$ cat src/rtl/rti_pkg.sv
package rti_pkg;

    localparam int DATA_W  = 8;
    localparam int ADDR_W  = 2;
    localparam int RTI_BIT = 6;
    localparam logic [DATA_W-1:0] RTI_MASK = DATA_W'(1) << RTI_BIT;

    typedef enum logic [ADDR_W-1:0] {
        REG_RATE   = 2'd0,
        REG_ENABLE = 2'd1,
        REG_FLAG   = 2'd2,
        REG_SPARE  = 2'd3
    } reg_sel_e;

    typedef struct packed {
        logic wr_rate;
        logic wr_enable;
        logic clr_flag;
    } reg_strobe_t;

    // Last count value of a period: base * 2^shift - 1
    function automatic logic [31:0] last_count(input logic [31:0] base,
                                               input logic [7:0]  shift);
        return (base << shift) - 32'd1;
    endfunction

endpackage

$ cat src/rtl/rti_regs.sv
module rti_regs
    import rti_pkg::*;
#(
    parameter int RATE_W = 2
) (
    input  logic                clk,
    input  logic                rst,
    input  logic                bus_wr,
    input  logic [ADDR_W-1:0]   bus_addr,
    input  logic [DATA_W-1:0]   bus_wdata,
    input  logic                flag,
    output reg_strobe_t         strobe,
    output logic [RATE_W-1:0]   rate,
    output logic                enable,
    output logic [DATA_W-1:0]   bus_rdata
);

    reg_sel_e sel;

    always_comb begin
        sel              = reg_sel_e'(bus_addr);
        strobe.wr_rate   = bus_wr && (sel == REG_RATE);
        strobe.wr_enable = bus_wr && (sel == REG_ENABLE);
        strobe.clr_flag  = bus_wr && (sel == REG_FLAG) && |(bus_wdata & RTI_MASK);
    end

    always_ff @(posedge clk) begin
        if (rst) begin
            rate   <= '0;
            enable <= 1'b0;
        end else begin
            if (strobe.wr_rate)
                rate <= bus_wdata[RATE_W-1:0];
            if (strobe.wr_enable)
                enable <= bus_wdata[RTI_BIT];
        end
    end

    always_comb begin
        bus_rdata = '0;
        unique case (sel)
            REG_RATE:   bus_rdata[RATE_W-1:0] = rate;
            REG_ENABLE: bus_rdata[RTI_BIT]    = enable;
            REG_FLAG:   bus_rdata[RTI_BIT]    = flag;
            REG_SPARE:  bus_rdata             = '0;
            default:    bus_rdata             = '0;
        endcase
    end

endmodule

$ cat src/rtl/rti_period.sv
module rti_period
    import rti_pkg::*;
#(
    parameter int PERIOD_BASE = 8192,
    parameter int RATE_W      = 2,
    parameter int CNT_W       = 16
) (
    input  logic              clk,
    input  logic              rst,
    input  logic              restart,
    input  logic [RATE_W-1:0] rate,
    output logic [CNT_W-1:0]  cnt,
    output logic [CNT_W-1:0]  term,
    output logic              period_end
);

    logic at_term;

    always_comb begin
        term       = CNT_W'(last_count(32'(PERIOD_BASE), 8'(rate)));
        at_term    = (cnt == term);
        period_end = at_term && !restart;
    end

    always_ff @(posedge clk) begin
        if (rst || restart || at_term)
            cnt <= '0;
        else
            cnt <= cnt + CNT_W'(1);
    end

endmodule

$ cat src/rtl/rti_flag.sv
module rti_flag (
    input  logic clk,
    input  logic rst,
    input  logic period_end,
    input  logic clr,
    input  logic enable,
    output logic flag,
    output logic irq
);

    always_ff @(posedge clk) begin
        if (rst)
            flag <= 1'b0;
        else if (period_end)
            flag <= 1'b1;
        else if (clr)
            flag <= 1'b0;
    end

    always_comb irq = flag && enable;

endmodule

$ cat src/rtl/rti_gen.sv
module rti_gen
    import rti_pkg::*;
#(
    parameter int PERIOD_BASE = 8192,
    parameter int RATE_W      = 2
) (
    input  logic              clk,
    input  logic              rst,
    input  logic              bus_wr,
    input  logic [1:0]        bus_addr,
    input  logic [7:0]        bus_wdata,
    output logic [7:0]        bus_rdata,
    output logic              rti_irq
);

    localparam int BASE_W    = $clog2(PERIOD_BASE);
    localparam int MAX_SHIFT = (1 << RATE_W) - 1;
    localparam int CNT_W     = BASE_W + MAX_SHIFT;

    reg_strobe_t       strobe;
    logic [RATE_W-1:0] rate;
    logic              enable;
    logic              flag;
    logic [CNT_W-1:0]  cnt;
    logic [CNT_W-1:0]  term;
    logic              period_end;

    rti_regs #(.RATE_W(RATE_W)) regs_i (
        .clk       (clk),
        .rst       (rst),
        .bus_wr    (bus_wr),
        .bus_addr  (bus_addr),
        .bus_wdata (bus_wdata),
        .flag      (flag),
        .strobe    (strobe),
        .rate      (rate),
        .enable    (enable),
        .bus_rdata (bus_rdata)
    );

    rti_period #(
        .PERIOD_BASE (PERIOD_BASE),
        .RATE_W      (RATE_W),
        .CNT_W       (CNT_W)
    ) period_i (
        .clk        (clk),
        .rst        (rst),
        .restart    (strobe.wr_rate),
        .rate       (rate),
        .cnt        (cnt),
        .term       (term),
        .period_end (period_end)
    );

    rti_flag flag_i (
        .clk        (clk),
        .rst        (rst),
        .period_end (period_end),
        .clr        (strobe.clr_flag),
        .enable     (enable),
        .flag       (flag),
        .irq        (rti_irq)
    );

endmodule

$ cat config.mk
export PLATFORM = sky130hd
export DESIGN_NAME = rti_gen
export DESIGN_NICKNAME = d
export VERILOG_FILES = /design/src/rtl/rti_pkg.sv /design/src/rtl/rti_regs.sv /design/src/rtl/rti_period.sv /design/src/rtl/rti_flag.sv /design/src/rtl/rti_gen.sv
export SDC_FILE = /design/constraint.sdc
export NUM_CORES = 1
export LEC_CHECK = 0
export BUFFER_PORTS_ARGS = -buffer_cell sky130_fd_sc_hd__buf_2
export CORE_UTILIZATION = 45
export DETAILED_ROUTE_END_ITERATION = 6
export GPL_ROUTABILITY_DRIVEN = 0
export GPL_TIMING_DRIVEN = 0
export HOLD_SLACK_MARGIN = 0.06
export PLACE_DENSITY = 0.72
export SLEW_MARGIN = 0
export SYNTH_ARGS = -nofsm -noshare
export SYNTH_HDL_FRONTEND = slang
export SYNTH_HIERARCHICAL = 1
export SYNTH_SLANG_ARGS = --single-unit
$ cat constraint.sdc
create_clock -name clk -period 2.1 [get_ports clk]
set_input_delay 0.42 -clock clk [delete_from_list [all_inputs] [get_ports clk]]
set_output_delay 0.42 -clock clk [all_outputs]
set_load 0.005 [all_outputs]
==> qor.txt <==
Status: finished, final reports clean
Final Cycle Share: 90.9%
YS warnings: 6
Die H: 51.4 um
Worst hold path type: primary input to register
Cells on worst reg2reg path: 7
Clk root buf: clkbuf_4
LEAKAGE: 0.000467 uW
Worst Skew: 0.00934 ns
CP max stage delay: 0.58 ns
Number of max-cap violations: 0
Initial antenna violation count: 0
Post-Syn Area: 1100 um^2
Place WS: -0.0134 ns
Max-slew violation count: 0
Top delay family on crit path: simple AND/OR/NAND/NOR gates
DR WL/cell: 10.7 um
H-tree depth: 1
Clk_lat worst skew: 0.30 ns
Final setup viols: 0
Crit path buffers/inverters: 1
Initial DRC count: 10
Synthesized area per cell: 9.17 um^2
Reg2reg setup slack: 0.19 ns
Share of cells above drive strength 1: 23.9%
GRT Overall Usage: 16.2%
PortBufs: 10
Dpl hpwl: 1.33 mm
Critical path class: register to register
FF-to-FF End: flag_i/flag$_SDFFE_PP0P_
Total gr overflow: 0
Worst setup path start: period_i/cnt[0]$_SDFF_PP0_
Reg-to-Reg Start: period_i/cnt[0]$_SDFF_PP0_
Cell area power density: 601 nW/um^2
Clock Tree Buf Depth: 2
Number of primary I/O pins: 22
Via-to-Cell Ratio: 4.92
Final min period: 1.91 ns
Via count: 817
Fin nets: 156
Cells after Synth: 120
Clock-pin slew on the worst setup and hold paths: 0.12 ns
Final hold violation count: 0
Crit start category: register
Antenna Cells: 0
CTS tree: built
Design Power: 753 uW
RSZ-0062 raised after global routing: false
Number of cells on the critical path: 7
Fin worst setup slack: 0.191 ns
Worst setup path end: flag_i/flag$_SDFFE_PP0P_
Post-CTS sizing: 0
Die area: 2650 um^2
Number of global-route vias before repair: 805
Total wire length: 1.78 mm
Antenna viol nets, final: 0
CTS buffer count: 3
Worst-path cell chain: ha_1 -> nand3_1 -> or4_4 -> a31oi_4 -> nor2b_1 -> inv_1 -> a21oi_2
Post-CTS Hold Buffers: 0
First-pass GRT wire length: 3.17 mm
Rows: 17
Peak VDD IR: 0.411 mV
CP Max Fanout: 5
Largest net degree at the start of global routing: 13
Chip width: 51.4 um
Post-CTS setup buffers: 0
Critical path endpoint category: register
Residual DRC: 0
Critical Path RT: 2.34 ns
Initial Util: 48.8%
WP data arrival: 2.14 ns
Area growth, synth to finish: 13.9%
Fmax achieved: 524 MHz
TritonRoute pass-1 iters: 4
Core region area: 2250 um^2
CP max-delay cell: or4_4
Sink Count: 20
==> per-stage QoR <==
| stage | TNS (ns) | hold slack [ns] | utilization [%] | cell area [um^2] | cells |
|---|---|---|---|---|---|
| after floorplan | 0 | 0.452 | - | 1110 | 124 |
| after global placement | 0 | 0.474 | 53.2 | 1200 | 162 |
| after detailed placement | -0.0405 | 0.491 | 53.2 | 1200 | 162 |
| after CTS | 0 | 0.329 | 55.5 | 1250 | 166 |
| after global routing | 0 | 0.320 | 55.5 | 1250 | 166 |
| final | 0 | 0.342 | 55.5 | 1250 | 166 |
==> cells in the final DEF (no fill, tap or decap), drive strengths merged, types with 4 or more instances in the layout <==
| cell | count |
|---|---|
| nor4 | 4 |
| xnor2 | 13 |
| nand4 | 4 |
| buf | 17 |
| a21oi | 4 |
| and2 | 4 |
| clkbuf | 5 |
| conb | 5 |
| nor2 | 8 |
| inv | 6 |
| dfxtp | 20 |
| nor3 | 13 |
| nand3 | 9 |
| ha | 4 |
==> sequential cells by signal (all words and copies together) (netlist names) <==
| name | count |
|---|---|
| flag_i/flag | 1 |
| period_i/cnt | 16 |
| regs_i/enable | 1 |
| regs_i/rate | 2 |
==> area by class of cell <==
type | instances | area [um^2]
clock inverter | 1 | 30.0
multi-input combinational | 89 | 624
timing repair buffer | 10 | 50.0
tap | 28 | 35.0
buffer | 9 | 67.6
fill | 228 | 1000
clock buffer | 3 | 22.5
inverter | 6 | 22.5
sequential | 20 | 400
==> per-layer routing <==
layer / GRT usage, % / wire length, um / vias up
li1: - / - / 440
met1: 19.0 / 882 / 371
met2: 27.9 / 846 / 4
met3: 2.68 / 29 / 2
met4: 8.11 / 17 / 0
met5: 0 / 0 / -
==> power breakdown <==
group	switching (uW)	total [uW]	internal, uW
clock	116	308	193
sequential	6.31	392	386
combinational	25.6	52.1	26.4
==> worst reg2reg max path: stages (launching register included) <==
cell     delay [ns]
dfxtp_1        0.40
ha_1           0.22
nand3_1        0.20
or4_4          0.58
a31oi_4        0.16
nor2b_1        0.14
inv_1          0.05
a21oi_2        0.10
==> worst min path at each step <==
stage / endpoint / cells after the start / slack, ns / start
2_1_floorplan: period_i/cnt[0]$_SDFF_PP0_ / 1 / 0.45 / period_i/cnt[0]$_SDFF_PP0_
3_3_place_gp: period_i/cnt[0]$_SDFF_PP0_ / 1 / 0.47 / period_i/cnt[0]$_SDFF_PP0_
4_1_cts: flag_i/flag$_SDFFE_PP0P_ / 2 / 0.33 / rst
6_report: flag_i/flag$_SDFFE_PP0P_ / 2 / 0.34 / rst
5_1_grt: flag_i/flag$_SDFFE_PP0P_ / 2 / 0.32 / rst
3_5_place_dp: period_i/cnt[0]$_SDFF_PP0_ / 1 / 0.49 / period_i/cnt[0]$_SDFF_PP0_
Note: power is estimated with default switching activity, not from simulation.
